`config.mk`:
```
export PLATFORM = sky130hd
export DESIGN_NAME = ham74_codec
export DESIGN_NICKNAME = d
export VERILOG_FILES = /design/src/rtl/ham74_pkg.sv /design/src/rtl/ham74_encoder.sv /design/src/rtl/ham74_syndrome.sv /design/src/rtl/ham74_decoder.sv /design/src/rtl/ham74_codec.sv
export SDC_FILE = /design/constraint.sdc
export NUM_CORES = 1
export LEC_CHECK = 0
export ABC_CLOCK_PERIOD_IN_PS = 1470
export BUFFER_PORTS_ARGS = -buffer_cell sky130_fd_sc_hd__clkbuf_2
export CORE_MARGIN = 2
export CORE_UTILIZATION = 40
export DETAILED_ROUTE_END_ITERATION = 16
export PLACE_DENSITY = 0.68
export SLEW_MARGIN = 20
export SYNTH_ARGS = -nofsm -noshare
export SYNTH_HDL_FRONTEND = slang
export SYNTH_SLANG_ARGS = --single-unit
export TNS_END_PERCENT = 20
```
`constraint.sdc`:
```
create_clock -name clk -period 1.47 [get_ports clk]
set_input_delay 0.2205 -clock clk [delete_from_list [all_inputs] [get_ports clk]]
set_output_delay 0.2205 -clock clk [all_outputs]
set_load 0.01 [all_outputs]
```
`src/rtl/ham74_pkg.sv`:
```
package ham74_pkg;

    localparam int DATA_W = 4;
    localparam int PAR_W  = 3;
    localparam int CW_W   = DATA_W + PAR_W;

    typedef logic [DATA_W-1:0] data_t;
    typedef logic [PAR_W-1:0]  par_t;

    // Codeword: data in the upper bits, check bits in the lower bits.
    typedef struct packed {
        data_t data;
        par_t  par;
    } cw_t;

    // Data bits covered by each check; index k is syndrome / check bit k.
    // Check 2 is the first check, check 0 the last.
    localparam logic [PAR_W-1:0][DATA_W-1:0] COVER = {
        4'b1110,   // check 2: a b c
        4'b0111,   // check 1: b c e
        4'b1011    // check 0: a c e
    };

    function automatic par_t calc_par(data_t d);
        par_t p;
        for (int k = 0; k < PAR_W; k++) p[k] = ^(d & COVER[k]);
        return p;
    endfunction

    // Syndrome pattern produced by a flip of data bit i.
    function automatic par_t data_column(int i);
        par_t c;
        for (int k = 0; k < PAR_W; k++) c[k] = COVER[k][i];
        return c;
    endfunction

endpackage

```
`src/rtl/ham74_encoder.sv`:
```
module ham74_encoder
    import ham74_pkg::*;
(
    input  logic  clk,
    input  logic  rst,
    input  logic  valid_i,
    input  data_t data_i,
    output logic  valid_o,
    output cw_t   code_o
);

    cw_t code_d;

    always_comb begin
        code_d.data = data_i;
        code_d.par  = calc_par(data_i);
    end

    always_ff @(posedge clk) begin
        if (rst) begin
            valid_o <= 1'b0;
            code_o  <= '0;
        end else begin
            valid_o <= valid_i;
            if (valid_i) code_o <= code_d;
        end
    end

    // output valid follows the strobe by one cycle
    p_enc_lat_r2: assert property (@(posedge clk) disable iff (rst)
        valid_i |=> valid_o);
    p_enc_idle_r2: assert property (@(posedge clk) disable iff (rst)
        !valid_i |=> !valid_o);
    // codeword holds without a strobe
    p_enc_hold_r3: assert property (@(posedge clk) disable iff (rst)
        !valid_i |=> $stable(code_o));
    // every emitted codeword satisfies all three even checks
    p_enc_even_r1: assert property (@(posedge clk) disable iff (rst)
        valid_o |-> (calc_par(code_o.data) ^ code_o.par) == '0);

endmodule

```
`src/rtl/ham74_syndrome.sv`:
```
module ham74_syndrome
    import ham74_pkg::*;
(
    input  cw_t  code_i,
    output par_t syn_o
);

    for (genvar k = 0; k < PAR_W; k++) begin : g_check
        assign syn_o[k] = ^(code_i.data & COVER[k]) ^ code_i.par[k];
    end

endmodule

```
`src/rtl/ham74_decoder.sv`:
```
module ham74_decoder
    import ham74_pkg::*;
(
    input  logic  clk,
    input  logic  rst,
    input  logic  valid_i,
    input  cw_t   code_i,
    output logic  valid_o,
    output data_t data_o,
    output logic  err_o,
    output logic  fix_o
);

    par_t  syn;
    data_t flip;
    data_t data_d;

    ham74_syndrome u_syn (
        .code_i (code_i),
        .syn_o  (syn)
    );

    // One comparator per data bit against that bit's syndrome column.
    for (genvar i = 0; i < DATA_W; i++) begin : g_flip
        assign flip[i] = (syn == data_column(i));
    end

    assign data_d = code_i.data ^ flip;

    always_ff @(posedge clk) begin
        if (rst) begin
            valid_o <= 1'b0;
            data_o  <= '0;
            err_o   <= 1'b0;
            fix_o   <= 1'b0;
        end else begin
            valid_o <= valid_i;
            if (valid_i) begin
                data_o <= data_d;
                err_o  <= |syn;
                fix_o  <= |flip;
            end
        end
    end

    // result valid follows the strobe by one cycle, outputs hold otherwise
    p_dec_lat_r7: assert property (@(posedge clk) disable iff (rst)
        valid_i |=> valid_o);
    p_dec_hold_r7: assert property (@(posedge clk) disable iff (rst)
        !valid_i |=> (!valid_o && $stable(data_o) && $stable(err_o) && $stable(fix_o)));
    // a repair is always also a detection
    p_fix_needs_err_r5: assert property (@(posedge clk) disable iff (rst)
        fix_o |-> err_o);
    // clean words pass through unflagged
    p_clean_pass_r4: assert property (@(posedge clk) disable iff (rst)
        (valid_i && syn == '0) |=> (!err_o && !fix_o && data_o == $past(code_i.data)));
    // a lone check-bit error leaves the data alone
    p_par_err_r6: assert property (@(posedge clk) disable iff (rst)
        (valid_i && $countones(syn) == 1) |=> (err_o && !fix_o && data_o == $past(code_i.data)));

endmodule

```
`src/rtl/ham74_codec.sv`:
```
module ham74_codec
    import ham74_pkg::*;
(
    input  logic       clk,
    input  logic       rst,
    input  logic       enc_valid_i,
    input  logic [3:0] enc_data_i,
    output logic       enc_valid_o,
    output logic [6:0] enc_code_o,
    input  logic       dec_valid_i,
    input  logic [6:0] dec_code_i,
    output logic       dec_valid_o,
    output logic [3:0] dec_data_o,
    output logic       dec_err_o,
    output logic       dec_fix_o
);

    cw_t enc_cw;
    cw_t dec_cw;

    assign dec_cw     = dec_code_i;
    assign enc_code_o = enc_cw;

    ham74_encoder u_enc (
        .clk     (clk),
        .rst     (rst),
        .valid_i (enc_valid_i),
        .data_i  (enc_data_i),
        .valid_o (enc_valid_o),
        .code_o  (enc_cw)
    );

    ham74_decoder u_dec (
        .clk     (clk),
        .rst     (rst),
        .valid_i (dec_valid_i),
        .code_i  (dec_cw),
        .valid_o (dec_valid_o),
        .data_o  (dec_data_o),
        .err_o   (dec_err_o),
        .fix_o   (dec_fix_o)
    );

    // one cycle after reset every output is cleared
    p_reset_clear_r8: assert property (@(posedge clk)
        rst |=> (!enc_valid_o && !dec_valid_o && enc_code_o == '0 &&
                 dec_data_o == '0 && !dec_err_o && !dec_fix_o));

endmodule

```
; Yosys cells after proc, flatten, opt, wreduce, memory -nomap -nowiden
; Index checks and enable logic that the tools add are counted.
[totals]
reg_bits = 15
latch_bits = 0
ramBits = 0
rom_bits = 0
output_inout_bits = 15
wordCells = 23
n_memories = 0
[classes]
add_sub_neg = 0
multipliers = 0
n_div = 0
magnitude_cmp = 0
eq_ne = 4
shifts = 0
muxes = 0
n_bitwise = 4
n_reduce_logical = 8
[op_table]
columns = operator, n
row1 = 4-bit parity, 6
row2 = 3-bit == test (second input constant), 3
row3 = 4-bit OR reduction, 1
row4 = 4-bit bitwise XOR, 1
row5 = 3-bit by 2-bit == test with 1-bit output (second input constant), 1
row6 = 3-bit OR reduction, 1
row7 = 1-bit bitwise XOR, 3

; Longest topological paths before layout
; Gate-level depths: netlist of run 1.
[logic_depth]
ltp_word = 4
mapped_depth = 5
ltp_nobuf = 4

; Modules after synthesis
; From an unflattened synthesis of run 1, not the netlist that was laid out.
[unflattened]
cells_unflattened = 76
area_unflattened_um2 = 700.7
[by_module_without_submodules]
columns = mod, instances, cells_each, area_each_um2
row1 = ham74_encoder, 1, 34, 336.6
row2 = ham74_decoder, 1, 34, 294.0
row3 = ham74_syndrome, 1, 8, 70.1

; Least setup slack after synthesis of run 1
; No wires, ideal clock.
[synth_timing]
path_kind = in2reg
from = input dec_code_i[5]
to = register u_dec.data_o[2]
t_arrival_ns = 1.257
path_slack_ns = 0.086
path_stages = 5
path_cell_list = buf_4 > xor2_2 > xnor2_1 > o32ai_1 > or3b_1
[synth_between]
elab_chain_len = 4
elab_cells_between_ends = 6
cone_classes = eq/ne: 1 / bitwise: 3 / reduce/logical: 2
[synth_lines]
columns = element, line_no
row1 = from (decl), ham74_codec.sv:11  ; input logic [6:0] dec_code_i,
row2 = 4-bit parity, ham74_syndrome.sv:9  ; assign syn_o[k] = ^(code_i.data & COVER[k]) ^ code_i.par[k];
row3 = 1-bit bitwise XOR, ham74_syndrome.sv:9
row4 = 3-bit == test, ham74_decoder.sv:25  ; assign flip[i] = (syn == data_column(i));
row5 = 4-bit bitwise XOR (*), ham74_decoder.sv:28  ; assign data_d = code_i.data ^ flip;
row6 = to (signal assigned), ham74_decoder.sv:39  ; data_o <= data_d;
row7 = to (decl), ham74_decoder.sv:9  ; output data_t data_o,
; Every way passes the cells marked *; elsewhere a longest branch is shown, timed or not.
; A chain may end at the register's enable or synchronous reset.

; Final worst setup path of run 1
; Ends and elaborated chain as after synthesis.

==> results.yml, run 1 <==
run_status:
  status: "finished clean"
clock_network:
  path_clk_slew_ps: 80
  root_buffer: "clkbuf_4"
  cts_hold_buffers: 0
  cts.sinks: 15
  cts_buffer_depth: 2
  clkLatencyLatePin_ps: 270
  cts_resized: 0
  cts_buffers: 3
  cts_setup_buffers: 0
  cts_tree: "built"
  htree_num_levels: 1
layout:
  instances_no_fill: 160
  final_common_cell: "clkbuf_2"
  syn_to_final_growth_pct: 17.7
  final_area_sq_um: 1120
  num-fill-cells: 216
  drive_gt1_frac: 0.311
  final_cell_mix: "clkbuf_2 (29), dfxtp_1 (15), nor2_1 (13), xnor2_1 (12)"
  fin_nets: 148
  antennaDiodeCount: 0
critical_path:
  end_kind: "flip-flop"
  timing.rr.end: "u_dec.data_o[2]$_SDFFE_PP0P_"
  crit_start: "dec_code_i[5]"
  crit_cells: 5
  cp.buffers_inverters: 1
  critPathMaxFanout: 6
  rrSetupSlack_ps: 550
  critPathMaxStageDelay_ps: 370
  crit_type: "in -> reg"
  worst_ep_arrival_time_ps: 1410
  startpoint_type: "input pin"
  cp_data_required_time_ps: 1620
  critical-path-top-delay-family: "XOR/XNOR gates"
  slowest_stage: "or3b_1"
  worstSetupEndpoint: "u_dec.data_o[2]$_SDFFE_PP0P_"
  worst_r2r_startpoint: "u_dec.data_o[2]$_SDFFE_PP0P_"
  crit_chain: "clkbuf_2 > xor2_2 > xnor2_1 > o32ai_1 > or3b_1"
  reg2regPathDepth: 3
drt:
  wl_met2_um: 888
  first_pass_iters: 4
  wl_per_cell_um: 11.5
  route.met3.wl_um: 104
  drc_errors: 0
  met1_length_um: 817
  vias_per_cell: 5.09
  vias: 814
  drt_iter0_markers: 8
  wirelength_um: 1840
  postRouteAntennaNets: 0
  highest_layer: "met4"
synth:
  avgSynthCellArea_sq_um: 9.07
  synth_top_area_share: 0.315
  ys_warn_count: 0
  syn_area_sq_um: 952
  synth_top_area_cell: "dfxtp_1"
  synth_fp_nets: 120
  ys_seq_area_frac: 0.315
  synth_cells: 105
  ys_types: 31
  synth-seq-cells: 15
  synthTopCellsByArea: "dfxtp_1 (32%), xnor2_1 (11%), mux2i_1 (7.4%), nor2_1 (5.1%), nor3b_1 (4.7%)"
timing:
  setup_viol: 0
  finClkSkew_ps: 0
  fmax_mhz: 799
  relSlewSlack: 0.791
  worst_pin_slew_ps: 305
  hold_viol_final: 0
  rsz0062_at_grt: "no"
  whs_ps: 228
  fin_crit_sh: 0.852
  period_minus_slack_ps: 1250
  drv_slew: 0
global_routing:
  grt_pass1_wl_um: 2940
  grt_max_degree: 18
  grt_usage: 0.141
  grt_pass1_vias: 723
  antenna_found_initial: 0
  overflow: 0
place:
  port_buffers: 29
  place_inst: 156
  hpwl_um: 1490
  post_dp_cell_area_sq_um: 1090
  place_congestion: 0.791
floorplan:
  die_h_um: 52.8
  dieArea_sq_um: 2790
  start_util: 0.426
  num_io_pins: 30
  dieWidth_um: 52.8
  row_count: 17
  fp.coreArea_sq_um: 2230
worst_hold_path:
  min_path_type: "in -> reg"
flow_run:
  cap_violations: 0
power:
  vdd_drop_max_mv: 0.420
  p_per_area_nw_per_um2: 881
  p_leak_uw: 0.000485
==> stage by stage <==
stage	power [uW]	setup WS, ps	setup TNS [ps]	util
final	988	218	0	0.502
after global routing	1050	129	0	0.502
after CTS	1010	221	0	0.502
after detailed placement	781	-66.6	-66.6	0.490
after global placement	771	-5.53	-5.53	0.490
after floorplan	689	85.5	0	-
==> power by group <==
part           leakage [uW]  switching, uW  total, uW  internal [uW]
Clock             0.0000150            115        220            105
Sequential         0.000124           16.5        460            444
Combinational      0.000346            168        307            140
==> routing by layer <==
| metal | track usage | vias to the layer above |
|---|---|---|
| met4 | 0.0940 | 0 |
| met2 | 0.242 | 29 |
| li1 | - | 415 |
| met3 | 0.0257 | 4 |
| met5 | 0 | - |
| met1 | 0.156 | 366 |
==> layout make-up <==
class / instances / area (sq um) / area share
clock buffers: 4 / 26.3 / 0.0234
inverters: 1 / 3.75 / 0.00335
multi-input cells: 80 / 588 / 0.525
flip-flops and latches: 15 / 300 / 0.268
well taps: 28 / 35.0 / 0.0312
repair buffers: 32 / 168 / 0.150
==> sequential cells by signal (all words and copies together) (netlist names) <==
signal         flops
u_enc.code_o       7
u_enc.valid_o      1
u_dec.err_o        1
u_dec.valid_o      1
u_dec.data_o       4
u_dec.fix_o        1
==> Yosys cell counts <==
| cell type | number |
|---|---|
| or3_2 | 1 |
| a311oi_1 | 1 |
| nand2_1 | 3 |
| xnor2_4 | 1 |
| or4_1 | 2 |
| inv_1 | 1 |
| mux2i_1 | 7 |
| or3b_1 | 1 |
| nor3_2 | 1 |
| xnor2_2 | 1 |
| and3_4 | 1 |
| nand3b_1 | 2 |
| clkbuf_1 | 5 |
| a211oi_1 | 1 |
| nand2b_1 | 1 |
| nor2_1 | 13 |
| a21oi_1 | 4 |
| buf_6 | 1 |
| xor2_2 | 1 |
| nor3_1 | 3 |
| xor2_1 | 4 |
| o211ai_1 | 3 |
| nor2b_1 | 2 |
| a2111oi_0 | 1 |
| xnor2_1 | 12 |
| buf_4 | 2 |
| nand3_1 | 7 |
| buf_8 | 1 |
| nor3b_1 | 6 |
| o32ai_1 | 1 |
| dfxtp_1 | 15 |
==> cell families (layout without fill, tap and decap cells) <==
logic type / Yosys count / after routing / share of synthesized area
AO/OA/AOI/OAI: 11 / 11 / 0.0802
XOR/XNOR: 19 / 19 / 0.210
buffers and inverters: 10 / 37 / 0.0670
flip-flops: 15 / 15 / 0.315
multiplexers: 7 / 7 / 0.0736
AND/OR/NAND/NOR: 43 / 43 / 0.254
==> worst register-to-register path, cell delays in order (launching register included) <==
cell     delay [ps]
dfxtp_1         320
inv_1            50
o32ai_1          70
or3b_1          370
==> how the worst min path moves through the flow <==
stage / startpoint / to / slack (ps) / cells after the start
after floorplan: enc_data_i[0] / u_enc.code_o[3]$_SDFFE_PP0P_ / 370 / 2
after global placement: u_enc.code_o[3]$_SDFFE_PP0P_ / u_enc.code_o[3]$_SDFFE_PP0P_ / 470 / 2
after detailed placement: u_dec.err_o$_SDFFE_PP0P_ / u_dec.err_o$_SDFFE_PP0P_ / 490 / 2
after CTS: enc_data_i[3] / u_enc.code_o[6]$_SDFFE_PP0P_ / 220 / 3
after global routing: enc_data_i[3] / u_enc.code_o[6]$_SDFFE_PP0P_ / 250 / 3
final: enc_data_i[3] / u_enc.code_o[6]$_SDFFE_PP0P_ / 230 / 3
No activity file was read; power rests on OpenSTA's default activity.
==> run 2, diff against run 1 <==
--- a/config.mk
+++ b/config.mk
@@ -7,10 +7,12 @@
 export LEC_CHECK = 0
 export ABC_CLOCK_PERIOD_IN_PS = 1470
 export BUFFER_PORTS_ARGS = -buffer_cell sky130_fd_sc_hd__clkbuf_2
+export CELL_PAD_IN_SITES_DETAIL_PLACEMENT = 0
+export CELL_PAD_IN_SITES_GLOBAL_PLACEMENT = 1
 export CORE_MARGIN = 2
-export CORE_UTILIZATION = 40
+export CORE_UTILIZATION = 33
 export DETAILED_ROUTE_END_ITERATION = 16
-export PLACE_DENSITY = 0.68
+export PLACE_DENSITY = 0.75
 export SLEW_MARGIN = 20
 export SYNTH_ARGS = -nofsm -noshare
 export SYNTH_HDL_FRONTEND = slang
==> run 2 against run 1 <==
Largest cell class unchanged. Critical path depth stayed put. Utilization is 9.1 points lower. Worst hold slack worse by 0.94 ps. Power is 0.68% higher. Non-clock buffer count is 1 higher. Highest routed layer unchanged. Die area is 20% higher.
==> results.yml, run 2 (synthesis results as in run 1) <==
clock_network:
  cts_buffer_depth: 2
  cts.sinks: 15
  cts_hold_buffers: 0
  cts_buffers: 3
  path_clk_slew_ps: 80
  cts_resized: 0
  cts_setup_buffers: 0
  cts_tree: "built"
  htree_num_levels: 1
  clkLatencyLatePin_ps: 280
  root_buffer: "clkbuf_4"
critical_path:
  startpoint_type: "input pin"
  worst_ep_arrival_time_ps: 1420
  crit_type: "in -> reg"
  rrSetupSlack_ps: 550
  critPathMaxFanout: 5
  crit_chain: "clkbuf_2 > xnor2_4 > xnor2_1 > o32ai_1 > or3b_1"
  cp_data_required_time_ps: 1630
  end_kind: "flip-flop"
  timing.rr.end: "u_dec.data_o[2]$_SDFFE_PP0P_"
  reg2regPathDepth: 3
  worst_r2r_startpoint: "u_dec.data_o[2]$_SDFFE_PP0P_"
  slowest_stage: "or3b_1"
  critPathMaxStageDelay_ps: 370
floorplan:
  fp.coreArea_sq_um: 2760
  dieArea_sq_um: 3330
  row_count: 19
  start_util: 0.345
  dieWidth_um: 57.7
  num_io_pins: 30
  die_h_um: 57.7
timing:
  period_minus_slack_ps: 1250
  rsz0062_at_grt: "no"
  setup_viol: 0
  finClkSkew_ps: 0
  drv_slew: 0
  fin_crit_sh: 0.853
  worst_pin_slew_ps: 319
  hold_viol_final: 0
  relSlewSlack: 0.782
  setup_ws_ps: 216
  fmax_mhz: 797
drt:
  first_pass_iters: 3
  postRouteAntennaNets: 0
  vias_per_cell: 4.82
  wl_per_cell_um: 11.0
  wirelength_um: 1800
  drt_iter0_markers: 7
  vias: 790
  drc_errors: 0
place:
  place_ws_ps: -81.1
  port_buffers: 29
  place_congestion: 0.816
  hpwl_um: 1440
layout:
  fin_nets: 149
  num-fill-cells: 290
  final_common_cell: "clkbuf_2"
  syn_to_final_growth_pct: 19.1
  antennaDiodeCount: 0
  largest_reg_flops: 7
  final_cell_mix: "clkbuf_2 (29), dfxtp_1 (15), nor2_1 (13), xnor2_1 (12)"
  regMostFlops: "u_enc.code_o"
  drive_gt1_frac: 0.323
  largestRegisters: "u_enc.code_o x7, u_dec.data_o x4"
global_routing:
  overflow: 0
  grt_pass1_wl_um: 3010
  grt_max_degree: 18
  antenna_found_initial: 0
  grt_pass1_vias: 745
  grt_usage: 0.116
power:
  vdd_drop_max_mv: 0.407
  p_leak_uw: 0.000492
  p_per_area_nw_per_um2: 877
  power_uw: 994
worst_hold_path:
  hold-path-cell-count: 3
  hp-start: "enc_data_i[3]"
  min_path_type: "in -> reg"
  whs_endpoint: "u_enc.code_o[6]$_SDFFE_PP0P_"
run_status:
  status: "finished clean"
flow_run:
  cap_violations: 0
[run 2: changes by cell type in the layout (fill, tap and decap cells not counted), sizes merged]
cell,change
clkinv,+1
buf,+1
clkbuf,-1
[run 2: layout make-up]
cell class | count | area (sq um) | area share
multi-input combinational | 80 | 588 | 0.519
sequential | 15 | 300 | 0.265
timing repair buffer | 33 | 175 | 0.155
tap | 31 | 38.8 | 0.0342
clock buffer | 3 | 22.5 | 0.0199
clock inverter | 1 | 5.00 | 0.00442
inverter | 1 | 3.75 | 0.00331
[run 2: worst max path at each step]
stage	cells past startpoint	from	endpoint
global route	5	dec_code_i[5]	u_dec.data_o[2]$_SDFFE_PP0P_
global placement	5	dec_code_i[5]	u_dec.data_o[2]$_SDFFE_PP0P_
floorplan	5	dec_code_i[5]	u_dec.data_o[2]$_SDFFE_PP0P_
CTS	5	dec_code_i[4]	u_dec.data_o[2]$_SDFFE_PP0P_
finish	5	dec_code_i[4]	u_dec.data_o[2]$_SDFFE_PP0P_
detailed placement	5	dec_code_i[4]	u_dec.data_o[2]$_SDFFE_PP0P_
[run 2: through the flow]
step / TNS (ps) / hold slack [ps] / std cells / util / instance area [sq um]
finish: 0 / 227 / 164 / 0.411 / 1130
CTS: 0 / 220 / 164 / 0.411 / 1130
global route: 0 / 238 / 164 / 0.411 / 1130
global placement: -36.7 / 479 / 160 / 0.401 / 1110
detailed placement: -81.1 / 482 / 160 / 0.401 / 1110
floorplan: 0 / 368 / 105 / - / 952
[run 2: layer usage]
| metal | share of wire | routed length (um) | vias to the layer above | GRT usage |
|---|---|---|---|---|
| met5 | 0 | 0 | - | 0 |
| met4 | 0.015 | 27 | 0 | 0.0698 |
| met3 | 0.066 | 119 | 2 | 0.0201 |
| met2 | 0.48 | 862 | 23 | 0.206 |
| met1 | 0.44 | 789 | 347 | 0.127 |
| li1 | - | - | 418 | - |
[run 2: power by group]
group,leakage (uW),switching (uW),internal [uW]
Sequential,0.000124,16.8,444
Combinational,0.000350,166,142
Clock,0.0000177,125,101
[run 2: worst max-delay path: cells and delay by family]
| family | cells | cell delay (ps) |
|---|---|---|
| compound gates | 1 | 140 |
| xor+xnor | 2 | 510 |
| buf+inv | 1 | 170 |
| simple gates | 1 | 370 |
